[src/rtl/boot_lock_pkg.sv]
package boot_lock_pkg;
  localparam int unsigned NUM_REGIONS = 2;
  localparam int unsigned REG_LO = 0;
  localparam int unsigned REG_HI = 1;
  localparam logic [7:0] STAT_LOCKED = 8'hFF;
  localparam logic [7:0] STAT_OPEN   = 8'hFE;
  typedef logic [NUM_REGIONS-1:0] lock_vec_t;
endpackage

[src/rtl/boot_region_decode.sv]
module boot_region_decode
  import boot_lock_pkg::*;
#(
  parameter int unsigned ADDR_W = 18,
  parameter int unsigned BOOT_W = 13
) (
  input  logic [ADDR_W-1:0] addr,
  output lock_vec_t         hit
);
  localparam int unsigned TAG_W = ADDR_W - BOOT_W;
  logic [TAG_W-1:0] tag;
  assign tag = addr[ADDR_W-1:BOOT_W];
  assign hit[REG_LO] = (tag == '0);
  assign hit[REG_HI] = (tag == '1);
endmodule

[src/rtl/boot_lock_regs.sv]
module boot_lock_regs
  import boot_lock_pkg::*;
(
  input  logic      clk,
  input  logic      rst_n,
  input  lock_vec_t set,
  output lock_vec_t lock_q
);
  for (genvar g = 0; g < NUM_REGIONS; g++) begin : g_lock
    always_ff @(posedge clk or negedge rst_n) begin
      if (!rst_n)      lock_q[g] <= 1'b0;
      else if (set[g]) lock_q[g] <= 1'b1;
    end
  end
endmodule

[src/rtl/boot_id_readback.sv]
module boot_id_readback
  import boot_lock_pkg::*;
#(
  parameter int unsigned ADDR_W = 18,
  parameter logic [7:0]  MFR_CODE = 8'h1F,
  parameter logic [7:0]  DEV_CODE = 8'hDA
) (
  input  logic              id_mode,
  input  logic [ADDR_W-1:0] rd_addr,
  input  lock_vec_t         lock_q,
  output logic [7:0]        data,
  output logic              valid
);
  localparam logic [ADDR_W-1:0] MFR_ADDR   = ADDR_W'(0);
  localparam logic [ADDR_W-1:0] DEV_ADDR   = ADDR_W'(1);
  localparam logic [ADDR_W-1:0] LO_STAT    = ADDR_W'(2);
  localparam logic [ADDR_W-1:0] HI_STAT    = {ADDR_W{1'b1}} - ADDR_W'(13);

  always_comb begin
    data  = 8'h00;
    valid = 1'b0;
    if (id_mode) begin
      valid = 1'b1;
      if (rd_addr == MFR_ADDR)      data = MFR_CODE;
      else if (rd_addr == DEV_ADDR) data = DEV_CODE;
      else if (rd_addr == LO_STAT)  data = lock_q[REG_LO] ? STAT_LOCKED : STAT_OPEN;
      else if (rd_addr == HI_STAT)  data = lock_q[REG_HI] ? STAT_LOCKED : STAT_OPEN;
      else                          valid = 1'b0;
    end
  end
endmodule

[src/rtl/boot_lock_guard.sv]
module boot_lock_guard
  import boot_lock_pkg::*;
#(
  parameter int unsigned ADDR_W = 18,
  parameter int unsigned BOOT_W = 13,
  parameter logic [7:0]  MFR_CODE = 8'h1F,
  parameter logic [7:0]  DEV_CODE = 8'hDA
) (
  input  logic              clk,
  input  logic              rst_n,
  input  logic              lock_lo_set,
  input  logic              lock_hi_set,
  input  logic              prog_req,
  input  logic [ADDR_W-1:0] prog_addr,
  output logic              prog_allow,
  output logic              prog_start,
  output logic              prog_reject,
  output logic              erase_allow,
  input  logic              id_mode,
  input  logic [ADDR_W-1:0] rd_addr,
  output logic [7:0]        id_rd_data,
  output logic              id_rd_valid
);
  lock_vec_t lock_q;
  lock_vec_t set_vec;
  lock_vec_t hit;

  assign set_vec[REG_LO] = lock_lo_set;
  assign set_vec[REG_HI] = lock_hi_set;

  boot_lock_regs u_locks (
    .clk    (clk),
    .rst_n  (rst_n),
    .set    (set_vec),
    .lock_q (lock_q)
  );

  boot_region_decode #(.ADDR_W(ADDR_W), .BOOT_W(BOOT_W)) u_dec (
    .addr (prog_addr),
    .hit  (hit)
  );

  boot_id_readback #(.ADDR_W(ADDR_W), .MFR_CODE(MFR_CODE), .DEV_CODE(DEV_CODE)) u_id (
    .id_mode (id_mode),
    .rd_addr (rd_addr),
    .lock_q  (lock_q),
    .data    (id_rd_data),
    .valid   (id_rd_valid)
  );

  assign prog_allow  = ~|(hit & lock_q);
  assign erase_allow = ~|lock_q;

  always_ff @(posedge clk or negedge rst_n) begin
    if (!rst_n) begin
      prog_start  <= 1'b0;
      prog_reject <= 1'b0;
    end else begin
      prog_start  <= prog_req &  prog_allow;
      prog_reject <= prog_req & ~prog_allow;
    end
  end
endmodule

[config.mk]
export PLATFORM = sky130hd
export DESIGN_NAME = boot_lock_guard
export DESIGN_NICKNAME = d
export VERILOG_FILES = /design/src/rtl/boot_lock_pkg.sv /design/src/rtl/boot_region_decode.sv /design/src/rtl/boot_lock_regs.sv /design/src/rtl/boot_id_readback.sv /design/src/rtl/boot_lock_guard.sv
export SDC_FILE = /design/constraint.sdc
export NUM_CORES = 1
export LEC_CHECK = 0
export ABC_AREA = 0
export BUFFER_PORTS_ARGS = -buffer_cell sky130_fd_sc_hd__buf_4
export CAP_MARGIN = 40
export CORE_MARGIN = 2
export CORE_UTILIZATION = 27
export DETAILED_ROUTE_END_ITERATION = 16
export GPL_ROUTABILITY_DRIVEN = 0
export HOLD_SLACK_MARGIN = 0.03
export PLACE_DENSITY = 0.76
export SLEW_MARGIN = 20
export SYNTH_ARGS = -nofsm -noshare
export SYNTH_HDL_FRONTEND = slang
export SYNTH_SLANG_ARGS = --single-unit
[constraint.sdc]
create_clock -name clk -period 3 [get_ports clk]
set_input_delay 0.9 -clock clk [delete_from_list [all_inputs] [get_ports clk]]
set_output_delay 0.9 -clock clk [all_outputs]
set_load 0.01 [all_outputs]
==> results of run 1 <==
==> layout by cell type (no fill, tap or decap) <==
cell type and n:
buf_6 6, nor4_4 3, a211oi_1 1, inv_1 2
dfrtp_1 4, o21ai_1 1, nand2_1 2, o21a_1 1
and3_1 2, nor4_1 1, nor3_2 1, nor2_1 2
nand3_1 2, and4_2 1, buf_4 37, and2_1 1
o21ai_0 1, or3_4 1, a32o_1 2, a31oi_1 1
nor3b_1 1, or2_2 2, clkbuf_4 3, nor2b_1 1
nand2b_1 1, a21boi_1 1, and4_1 1, nand4_1 4
nor3_1 1
==> how the worst max path moves through the flow <==
stage	start	endpoint	slack, ns	cells after the start
after floorplan	rd_addr[12]	id_rd_data[7]	0.06	5
after global placement	rd_addr[5]	id_rd_data[6]	-0.09	6
after detailed placement	rd_addr[5]	id_rd_data[6]	-0.15	6
after CTS	rd_addr[14]	id_rd_data[6]	0.001	6
after global routing	rd_addr[6]	id_rd_data[7]	-0.08	6
final	rd_addr[6]	id_rd_data[6]	-0.009	6
==> through the flow <==
stage	utilization (%)	area [µm²]
final	60.65	769.5
after floorplan	-	360.3
after detailed placement	53.55	679.4
after global routing	60.65	769.5
after CTS	60.65	769.5
after global placement	53.55	679.4
==> power by group <==
group / total, mW / leakage [nW] / switching, mW / internal [mW]
combinational: 0.0548 / 0.296 / 0.0217 / 0.0331
sequential: 0.0558 / 0.0431 / 0.000464 / 0.0553
clock: 0.0664 / 0.0138 / 0.0216 / 0.0447
total: 0.177 / 0.353 / 0.0438 / 0.133
==> logic make-up after synthesis <==
group                  after synthesis
flip-flops                           4
AND/OR/NAND/NOR                     27
AO/OA/AOI/OAI                        8
buffers and inverters                5
==> registers in the layout, summed over array words and instances, names as in the netlist <==
signal          flops
prog_start          1
prog_reject         1
u_locks.lock_q      2
==> metal layers <==
layer / vias up / part of all wire, % / wire length (µm)
li1: 258 / - / -
met1: 248 / 35 / 460
met2: 27 / 56 / 737
met3: 2 / 7.9 / 103
met4: 0 / 0.69 / 9
met5: - / 0 / 0
==> final cells by class <==
class,instances,share of cell area (%)
flip-flops and latches,4,13.01
clock buffers,3,2.927
repair buffers,43,44.88
well taps,15,2.439
inverters,2,0.9756
multi-input cells,35,35.77
==> repair_timing <==
item,in CTS,in global routing
gates cloned,0,0
endpoints found under the setup margin,7,4
gates resized for setup,12,0
pin swaps,2,0
==> flow_summary_export.csv, run 1 <==
group,metric,value,unit
clock_tree,cts-htree-levels,1,
worst_setup_path,crit_type,"primary input to output port",
global_route,busiest_layer,"met2",
placed_design,port_buffers,41,
clock_tree,clock_latency,0.23,ns
yosys,synth_cells,44,
worst_setup_path,cpMaxStageDelayCell,"or3_4",
worst_setup_path,worst-path-max-fanout,3,
outcome,status,"finished with violations",
clock_tree,clk_pin_slew,0.04,ns
yosys,yosys.area.top_type,"dfrtp_1",
clock_tree,clockBufferDepth,2,
die,io_pins,55,
global_route,met2_usage,35.32,%
global_route,grtUsageTotal,18.89,%
layout,finalNonFillerCells,102,
layout,drive_above_1_share,62.07,%
worst_setup_path,critPathLaunchType,"primary input",
clock_tree,cts-buffers-inserted,3,
global_route,met3_usage,3.333,%
yosys,yosys-top-cells-area,"dfrtp_1 (28%), nand4_1 (6.9%), nor4_1 (6.9%)",
worst_setup_path,worstSetupEndpointType,"output port",
pwr,total_power,177.0,µW
timing,period_needed,3.009,ns
global_route,grt_pass1_wl,2.042,mm
yosys,ys_seq_area_share,27.78,%
detailed_routing,detail-route-antenna-nets,0,
worst_setup_path,r2r_start,"u_locks.lock_q[1]$_DFFE_PN0P_",
yosys,synth_cell_type_count,26,
die,die_area,0.001643,mm²
layout,antennaDiodeCount,0,
worst_setup_path,cp_cell_sequence,"buf_6 -> nor4_4 -> nand4_1 -> or3_4 -> o21a_1 -> buf_6",
yosys,syn_area,360.3,µm²
yosys,syn_avg_cell_area,8.190,µm²
layout,syn_to_final_growth,113.5,%
placed_design,dp_slack,-0.1514,ns
pwr,ir_drop,178.6,µV
timing,fin_crit_sh,100.3,%
layout,filler_cell_count,124,
detailed_routing,firstDrtPassIters,4,
layout,regArea,100.1,µm²
timing,setup_violations,2,
worst_setup_path,cp_data_required_time,2.10,ns
die,fp.coreArea,0.001269,mm²
timing,fmaxAchievable,332.3,MHz
yosys,synth_top_family_by_area,"simple AND/OR/NAND/NOR gates",
die,initial_utilization,28.40,%
timing,tightest_slew,0.2802,ns
yosys,synth-compound-area-share,16.32,%
outcome,violations,"negative setup slack",
yosys,synth_fa_ha_area_share,0,%
clock_tree,cts_sinks,4,
timing,fin_ws,-0.009021,ns
detailed_routing,first_iter_violations,5,
worst_setup_path,critical_path_arrival,2.11,ns
yosys,synth_top_area_share,27.78,%
timing,slew_viol_final,0,
yosys,ys_async_sr_fraction,100.0,%
worst_setup_path,reg2regPathDepth,4,
yosys,synth_xor_area_share,0,%
yosys,yosysWarningCount,0,
worst_setup_path,r2r_setup_slack,2.02,ns
global_route,use_met1,20.79,%
yosys,synth.area.mux_share,0,%
job,maxCapViolations,0,
yosys,synthFlopType,"dfrtp_1",
global_route,antenna_found_initial,0,
timing,finalHoldViolCount,0,
clock_tree,cts_tree,"yes",
detailed_routing,routed_wl,1.310,mm
pwr,p_per_area,230.0,mW/mm²
global_route,grt_pass1_vias,522,
detailed_routing,via_per_inst,5.245,
timing,grt_setup_unrepaired,"true",
detailed_routing,wl_per_cell,12.84,µm
detailed_routing,route.vias.total,535,
timing,fin_skew,0.002793,ns
clock_tree,post_cts_buffers,0,
layout,multi_input_area,275.3,µm²
worst_setup_path,crit_family,"simple AND/OR/NAND/NOR gates",
die,die-width,40.53,µm
timing,tns,-0.01750,ns
timing,whs,0.4545,ns
worst_setup_path,critPathBufInv,2,
global_route,grt_max_degree,7,
hold_path,hold_path_class,"primary input to asynchronous set/reset pin",
detailed_routing,remaining_drc_errors,0,
yosys,synth_simple_gate_area_share,47.57,%
worst_setup_path,r2r-end,"prog_start$_DFF_PN0_",
die,die_h,40.53,µm
yosys,syn_nets,86,
clock_tree,cts_root_buf,"clkbuf_4",
yosys,yosys_register_bits,4,
layout,finalNetCount,131,
clock_tree,hold_buffers,0,
placed_design,hpwl,1.039,mm
yosys,synthTopCellsByCount,"dfrtp_1 (4), nand4_1 (4), nor4_1 (4)",
placed_design,dpl.cell_count,99,
pwr,power_leakage,0.3527,nW
worst_setup_path,cpPeakStageDelay,0.35,ns
global_route,grt_overflow,0,
timing,maxSlewHeadroom,81.21,%
worst_setup_path,cp_common_cell,"buf_6",
yosys,synth_edf_count,0,
die,fp-row-count,13,
Note: power is estimated with default switching activity, not from simulation.
==> run 2, diff against run 1 <==
--- a/config.mk
+++ b/config.mk
@@ -8,12 +8,14 @@
 export ABC_AREA = 0
 export BUFFER_PORTS_ARGS = -buffer_cell sky130_fd_sc_hd__buf_4
 export CAP_MARGIN = 40
+export CELL_PAD_IN_SITES_DETAIL_PLACEMENT = 0
+export CELL_PAD_IN_SITES_GLOBAL_PLACEMENT = 1
 export CORE_MARGIN = 2
-export CORE_UTILIZATION = 27
+export CORE_UTILIZATION = 16
 export DETAILED_ROUTE_END_ITERATION = 16
 export GPL_ROUTABILITY_DRIVEN = 0
 export HOLD_SLACK_MARGIN = 0.03
-export PLACE_DENSITY = 0.76
+export PLACE_DENSITY_LB_ADDON = 0.2
 export SLEW_MARGIN = 20
 export SYNTH_ARGS = -nofsm -noshare
 export SYNTH_HDL_FRONTEND = slang
==> run 2 against run 1 <==
  * The flow still finishes with violations (negative setup slack)
  * Worst setup slack better by 0.0038 ns
  * Count of clock-buffer cells in the layout did not move
  * First-iteration DRC count up 20%
  * Critical path type unchanged
  * Largest power group unchanged
==> flow_summary_export.csv, run 2 (synthesis gave the netlist of run 1 again) <==
group,metric,value,unit
timing,grt_setup_unrepaired,"true",
clock_tree,cts-htree-levels,1,
layout,filler_cell_count,236,
global_route,antenna_found_initial,0,
detailed_routing,firstDrtPassIters,4,
pwr,ir_drop,215.8,µV
worst_setup_path,cp_data_required_time,2.10,ns
timing,fin_skew,0.001657,ns
clock_tree,clk_pin_slew,0.04,ns
clock_tree,cts-buffers-inserted,3,
layout,regMostFlops,"u_locks.lock_q",
timing,setup_violations,1,
worst_setup_path,crit_start,"rd_addr[10]",
worst_setup_path,worstSetupEndpointType,"output port",
layout,finalNetCount,130,
worst_setup_path,critical_path_arrival,2.11,ns
die,fp-row-count,17,
layout,drive_above_1_share,61.63,%
layout,final_common_cell,"buf_4",
timing,slew_viol_final,0,
layout,stdcell_area,778.2,µm²
pwr,p_per_area,222.1,mW/mm²
clock_tree,cts_tree,"yes",
global_route,grt_max_degree,7,
layout,finalNonFillerCells,114,
die,die_area,0.002648,mm²
global_route,grt_overflow,0,
placed_design,dpl.cell_count,111,
clock_tree,cts_root_buf,"clkbuf_4",
timing,fin_crit_sh,100.2,%
global_route,grtUsageTotal,11.14,%
outcome,violations,"negative setup slack",
worst_setup_path,critPathLaunchType,"primary input",
timing,tightest_slew,0.2712,ns
worst_setup_path,crit_type,"primary input to output port",
clock_tree,cts_sinks,4,
die,initial_utilization,16.61,%
layout,antennaDiodeCount,0,
timing,finalHoldViolCount,0,
clock_tree,clockBufferDepth,2,
layout,largest_reg_flops,2,
job,maxCapViolations,0,
outcome,status,"finished with violations",
layout,mostFrequentLayoutCells,"buf_4 (37), nand4_1 (4), buf_6 (4), dfrtp_1 (4)",
clock_tree,clock_latency,0.23,ns
layout,syn_to_final_growth,116.0,%
global_route,grt_pass1_wl,2.194,mm
detailed_routing,remaining_drc_errors,0,
die,die_h,51.46,µm
detailed_routing,detail-route-antenna-nets,0,
detailed_routing,route.vias.total,511,
hold_path,hold_path_class,"primary input to asynchronous set/reset pin",
die,fp.coreArea,0.002170,mm²
detailed_routing,via_per_inst,4.482,
layout,multi_input_area,275.3,µm²
timing,period_needed,3.005,ns
worst_setup_path,r2r_start,"u_locks.lock_q[1]$_DFFE_PN0P_",
timing,fmaxAchievable,332.8,MHz
placed_design,port_buffers,41,
detailed_routing,first_iter_violations,6,
global_route,grt_pass1_vias,536,
timing,whs,0.4600,ns
timing,maxSlewHeadroom,81.83,%
pwr,total_power,172.8,µW
timing,fin_ws,-0.005227,ns
pwr,power_leakage,0.3486,nW
die,io_pins,55,
clock_tree,post_cts_buffers,0,
die,die-width,51.46,µm
clock_tree,hold_buffers,0,
detailed_routing,wl_per_cell,11.25,µm
worst_setup_path,worst-path-max-fanout,3,
placed_design,hpwl,1.029,mm
layout,regArea,100.1,µm²
detailed_routing,routed_wl,1.283,mm
layout,top_regs,"u_locks.lock_q x2, prog_reject x1, prog_start x1",
placed_design,dpl_cell_area,688.2,µm²
[run 2: cell types whose count changed in the layout (fill, tap and decap cells not counted), sizes merged]
cell / delta
buf: -1
[run 2: worst max-delay path, stage by stage]
cell     delay [ns]
buf_8          0.10
nor4_4         0.28
nand4_1        0.12
or3_4          0.35
o21a_1         0.21
buf_4          0.15
[run 2: timing repair]
action	CTS	global route
pin swaps	1	1
resized for setup	6	6
endpoints found under the setup margin	4	4
[run 2: layout make-up]
type | instances | share of cell area [%]
well taps | 28 | 4.502
repair buffers | 42 | 43.41
clock buffers | 3 | 2.894
flip-flops and latches | 4 | 12.86
multi-input cells | 35 | 35.37
inverters | 2 | 0.9646
[run 2: report_power, final]
group,switching (mW),internal [mW]
clock network,0.0190,0.0445
logic,0.0209,0.0328
registers,0.000240,0.0554
[run 2: per-stage QoR]
stage | utilization (%) | TNS, ns | setup slack (ns)
floorplan | - | 0 | 0.05688
global placement | 31.72 | -0.3973 | -0.1250
detailed placement | 31.72 | -0.2860 | -0.09894
CTS | 34.83 | -0.02023 | -0.01035
global route | 35.87 | -0.1119 | -0.05351
finish | 35.87 | -0.005227 | -0.005227
[run 2: routing by layer]
layer	track usage (%)	vias to the layer above	share of wire (%)
met1	11.39	215	37
li1	-	257	-
met5	0	-	0
met2	19.02	33	50
met3	4.678	6	10
met4	6.140	0	3.0
[run 2: final timing paths]
| kind | slack [ns] | to | cells after the start |
|---|---|---|---|
| max in group asynchronous | 2.44 | u_locks.lock_q[1]$_DFFE_PN0P_ | 1 |
| min in group clk | 0.50 | u_locks.lock_q[1]$_DFFE_PN0P_ | 1 |
| max reg2reg | 2.02 | prog_start$_DFF_PN0_ | 4 |
| max | -0.005 | id_rd_data[7] | 6 |
| min | 0.46 | prog_reject$_DFF_PN0_ | 1 |
| min reg2reg | 0.50 | u_locks.lock_q[1]$_DFFE_PN0P_ | 1 |
==> run 3, diff against run 2 <==
--- a/config.mk
+++ b/config.mk
@@ -11,7 +11,7 @@
 export CELL_PAD_IN_SITES_DETAIL_PLACEMENT = 0
 export CELL_PAD_IN_SITES_GLOBAL_PLACEMENT = 1
 export CORE_MARGIN = 2
-export CORE_UTILIZATION = 16
+export CORE_UTILIZATION = 14
 export DETAILED_ROUTE_END_ITERATION = 16
 export GPL_ROUTABILITY_DRIVEN = 0
 export HOLD_SLACK_MARGIN = 0.03
==> constraint.sdc (replaced) <==
create_clock -name clk -period 2.45 [get_ports clk]
set_input_delay 0.735 -clock clk [delete_from_list [all_inputs] [get_ports clk]]
set_output_delay 0.735 -clock clk [all_outputs]
set_load 0.01 [all_outputs]
==> run 3 against run 2 <==
  * The run still ends with negative setup slack left
  * Die area increased by 13%
  * Sequential share of layout area fell by 0.59 points
  * Critical path depth did not move
  * Cell area increased by 4.8%
  * Sequential cell count stayed put
  * Non-clock buffer count is 2 higher
  * Critical path type unchanged
==> flow_summary_export.csv, run 3 (synthesis gave the netlist of run 1 again) <==
group,metric,value,unit
layout,final_common_cell,"buf_4",
global_route,grt_max_degree,6,
hold_path,hold_path_class,"primary input to asynchronous set/reset pin",
die,fp.coreArea,0.002455,mm²
outcome,violations,"negative setup slack",
timing,period_needed,2.662,ns
die,die_area,0.002996,mm²
pwr,ir_drop,341.1,µV
placed_design,dpl.cell_count,115,
global_route,grt_pass1_wl,1.911,mm
global_route,antenna_found_initial,0,
worst_setup_path,r2r_setup_slack,1.45,ns
pwr,power.switching,50.87,µW
timing,grt_setup_unrepaired,"true",
die,die-width,54.74,µm
layout,drive_above_1_share,64.77,%
worst_setup_path,crit_start,"rd_addr[6]",
timing,setup_violations,7,
layout,regMostFlops,"u_locks.lock_q",
outcome,status,"finished with violations",
detailed_routing,via_per_inst,4.246,
die,fp-row-count,18,
global_route,grt_pass1_vias,465,
layout,regArea,100.1,µm²
timing,maxSlewHeadroom,77.87,%
clock_tree,cts_sinks,4,
pwr,power_leakage,0.3678,nW
worst_setup_path,cp_data_required_time,1.71,ns
job,maxCapViolations,0,
layout,mostFrequentLayoutCells,"buf_4 (37), buf_6 (6), nand4_1 (4), dfrtp_1 (4)",
pwr,pwr-share-seq,31.4,%
placed_design,hpwl,1.106,mm
clock_tree,clock_latency,0.23,ns
die,die_h,54.74,µm
detailed_routing,routed_wl,1.253,mm
layout,final_util,33.23,%
pwr,total_power,216.9,µW
detailed_routing,firstDrtPassIters,2,
pwr,clockPowerShare,36.4,%
die,initial_utilization,14.68,%
clock_tree,cts-buffers-inserted,3,
layout,finalNonFillerCells,118,
detailed_routing,remaining_drc_errors,0,
clock_tree,cts_root_buf,"clkbuf_4",
pwr,p_per_area,265.8,mW/mm²
global_route,met3_usage,2.459,%
worst_setup_path,critPathLaunchType,"primary input",
timing,tightest_slew,0.3300,ns
pwr,p_sw_share,23.46,%
timing,fin_crit_sh,108.7,%
detailed_routing,first_iter_violations,6,
timing,fin_ws,-0.2120,ns
worst_setup_path,worst-path-max-fanout,3,
clock_tree,clockBufferDepth,2,
clock_tree,clk_pin_slew,0.04,ns
pwr,p_comb_share,32.2,%
global_route,use_met1,10.97,%
timing,slew_viol_final,0,
worst_setup_path,crit_type,"primary input to output port",
global_route,met2_usage,14.48,%
layout,largest_reg_flops,2,
layout,antennaDiodeCount,0,
pwr,p_int,166.0,µW
die,io_pins,55,
detailed_routing,wl_per_cell,10.62,µm
layout,finalNetCount,132,
timing,fin_skew,0.003568,ns
layout,filler_cell_count,259,
clock_tree,cts-htree-levels,1,
global_route,grt_overflow,0,
placed_design,port_buffers,41,
worst_setup_path,critical_path_arrival,1.93,ns
detailed_routing,detail-route-antenna-nets,0,
timing,fmaxAchievable,375.7,MHz
global_route,grtUsageTotal,9.101,%
layout,top_regs,"u_locks.lock_q x2, prog_reject x1, prog_start x1",
timing,finalHoldViolCount,0,
worst_setup_path,critPathCapture,"id_rd_data[7]",
worst_setup_path,r2r_start,"u_locks.lock_q[1]$_DFFE_PN0P_",
timing,tns,-0.8709,ns
layout,syn_to_final_growth,126.4,%
worst_setup_path,worstSetupEndpointType,"output port",
worst_setup_path,reg2regPathDepth,4,
global_route,busiest_layer,"met2",
worst_setup_path,r2r-end,"prog_start$_DFF_PN0_",
clock_tree,cts_tree,"yes",
detailed_routing,route.vias.total,501,
layout,multi_input_area,287.8,µm²
## run 3: cell type report
type | instances | share of cell area (%)
timing repair buffer | 44 | 44.17
inverter | 2 | 0.9202
sequential | 4 | 12.27
clock buffer | 3 | 2.761
tap | 30 | 4.601
multi-input combinational | 35 | 35.28
## run 3: per-layer routing
| metal | part of all wire (%) | wire (µm) |
|---|---|---|
| met2 | 47 | 591 |
| met3 | 12 | 147 |
| met5 | 0 | 0 |
| met4 | 0.64 | 8 |
| met1 | 40 | 506 |
## run 3: how the worst min path moves through the flow
stage / startpoint / end / slack, ns / cells past startpoint
after detailed placement: u_locks.lock_q[1]$_DFFE_PN0P_ / u_locks.lock_q[1]$_DFFE_PN0P_ / 0.51 / 1
final: rst_n / u_locks.lock_q[1]$_DFFE_PN0P_ / 0.29 / 1
after global placement: u_locks.lock_q[1]$_DFFE_PN0P_ / u_locks.lock_q[1]$_DFFE_PN0P_ / 0.51 / 1
after floorplan: rst_n / prog_reject$_DFF_PN0_ / 0.44 / 0
after CTS: rst_n / u_locks.lock_q[1]$_DFFE_PN0P_ / 0.28 / 1
after global routing: rst_n / u_locks.lock_q[0]$_DFFE_PN0P_ / 0.28 / 1
## run 3: power groups by stage
stage               clock [mW]  sequential (mW)  combinational, mW
floorplan                    0           0.0697            0.00945
global placement             0           0.0690             0.0632
detailed placement           0           0.0690             0.0636
CTS                     0.0839           0.0681             0.0702
global route            0.0897           0.0682             0.0757
finish                  0.0789           0.0682             0.0698
## run 3: stage by stage
step | worst slack [ns] | instance area, µm² | hold WS (ns)
after CTS | -0.2206 | 812.0 | 0.2850
after global routing | -0.3016 | 815.8 | 0.2797
after global placement | -0.2828 | 743.2 | 0.5083
final | -0.2120 | 815.8 | 0.2916
after floorplan | -0.09087 | 401.6 | 0.4394
after detailed placement | -0.2726 | 743.2 | 0.5077
## run 3: worst max-delay path, stage by stage
cell     delay, ns
buf_8         0.10
nor4_4        0.28
nand4_1       0.12
or3_4         0.35
o21a_1        0.20
buf_4         0.15
## run 3: timing repair
action	4_1_cts	5_1_grt
resized for setup	11	1
buffers inserted	0	0
hold buffers	0	0
pin swaps	4	0
setup endpoints to repair	9	8
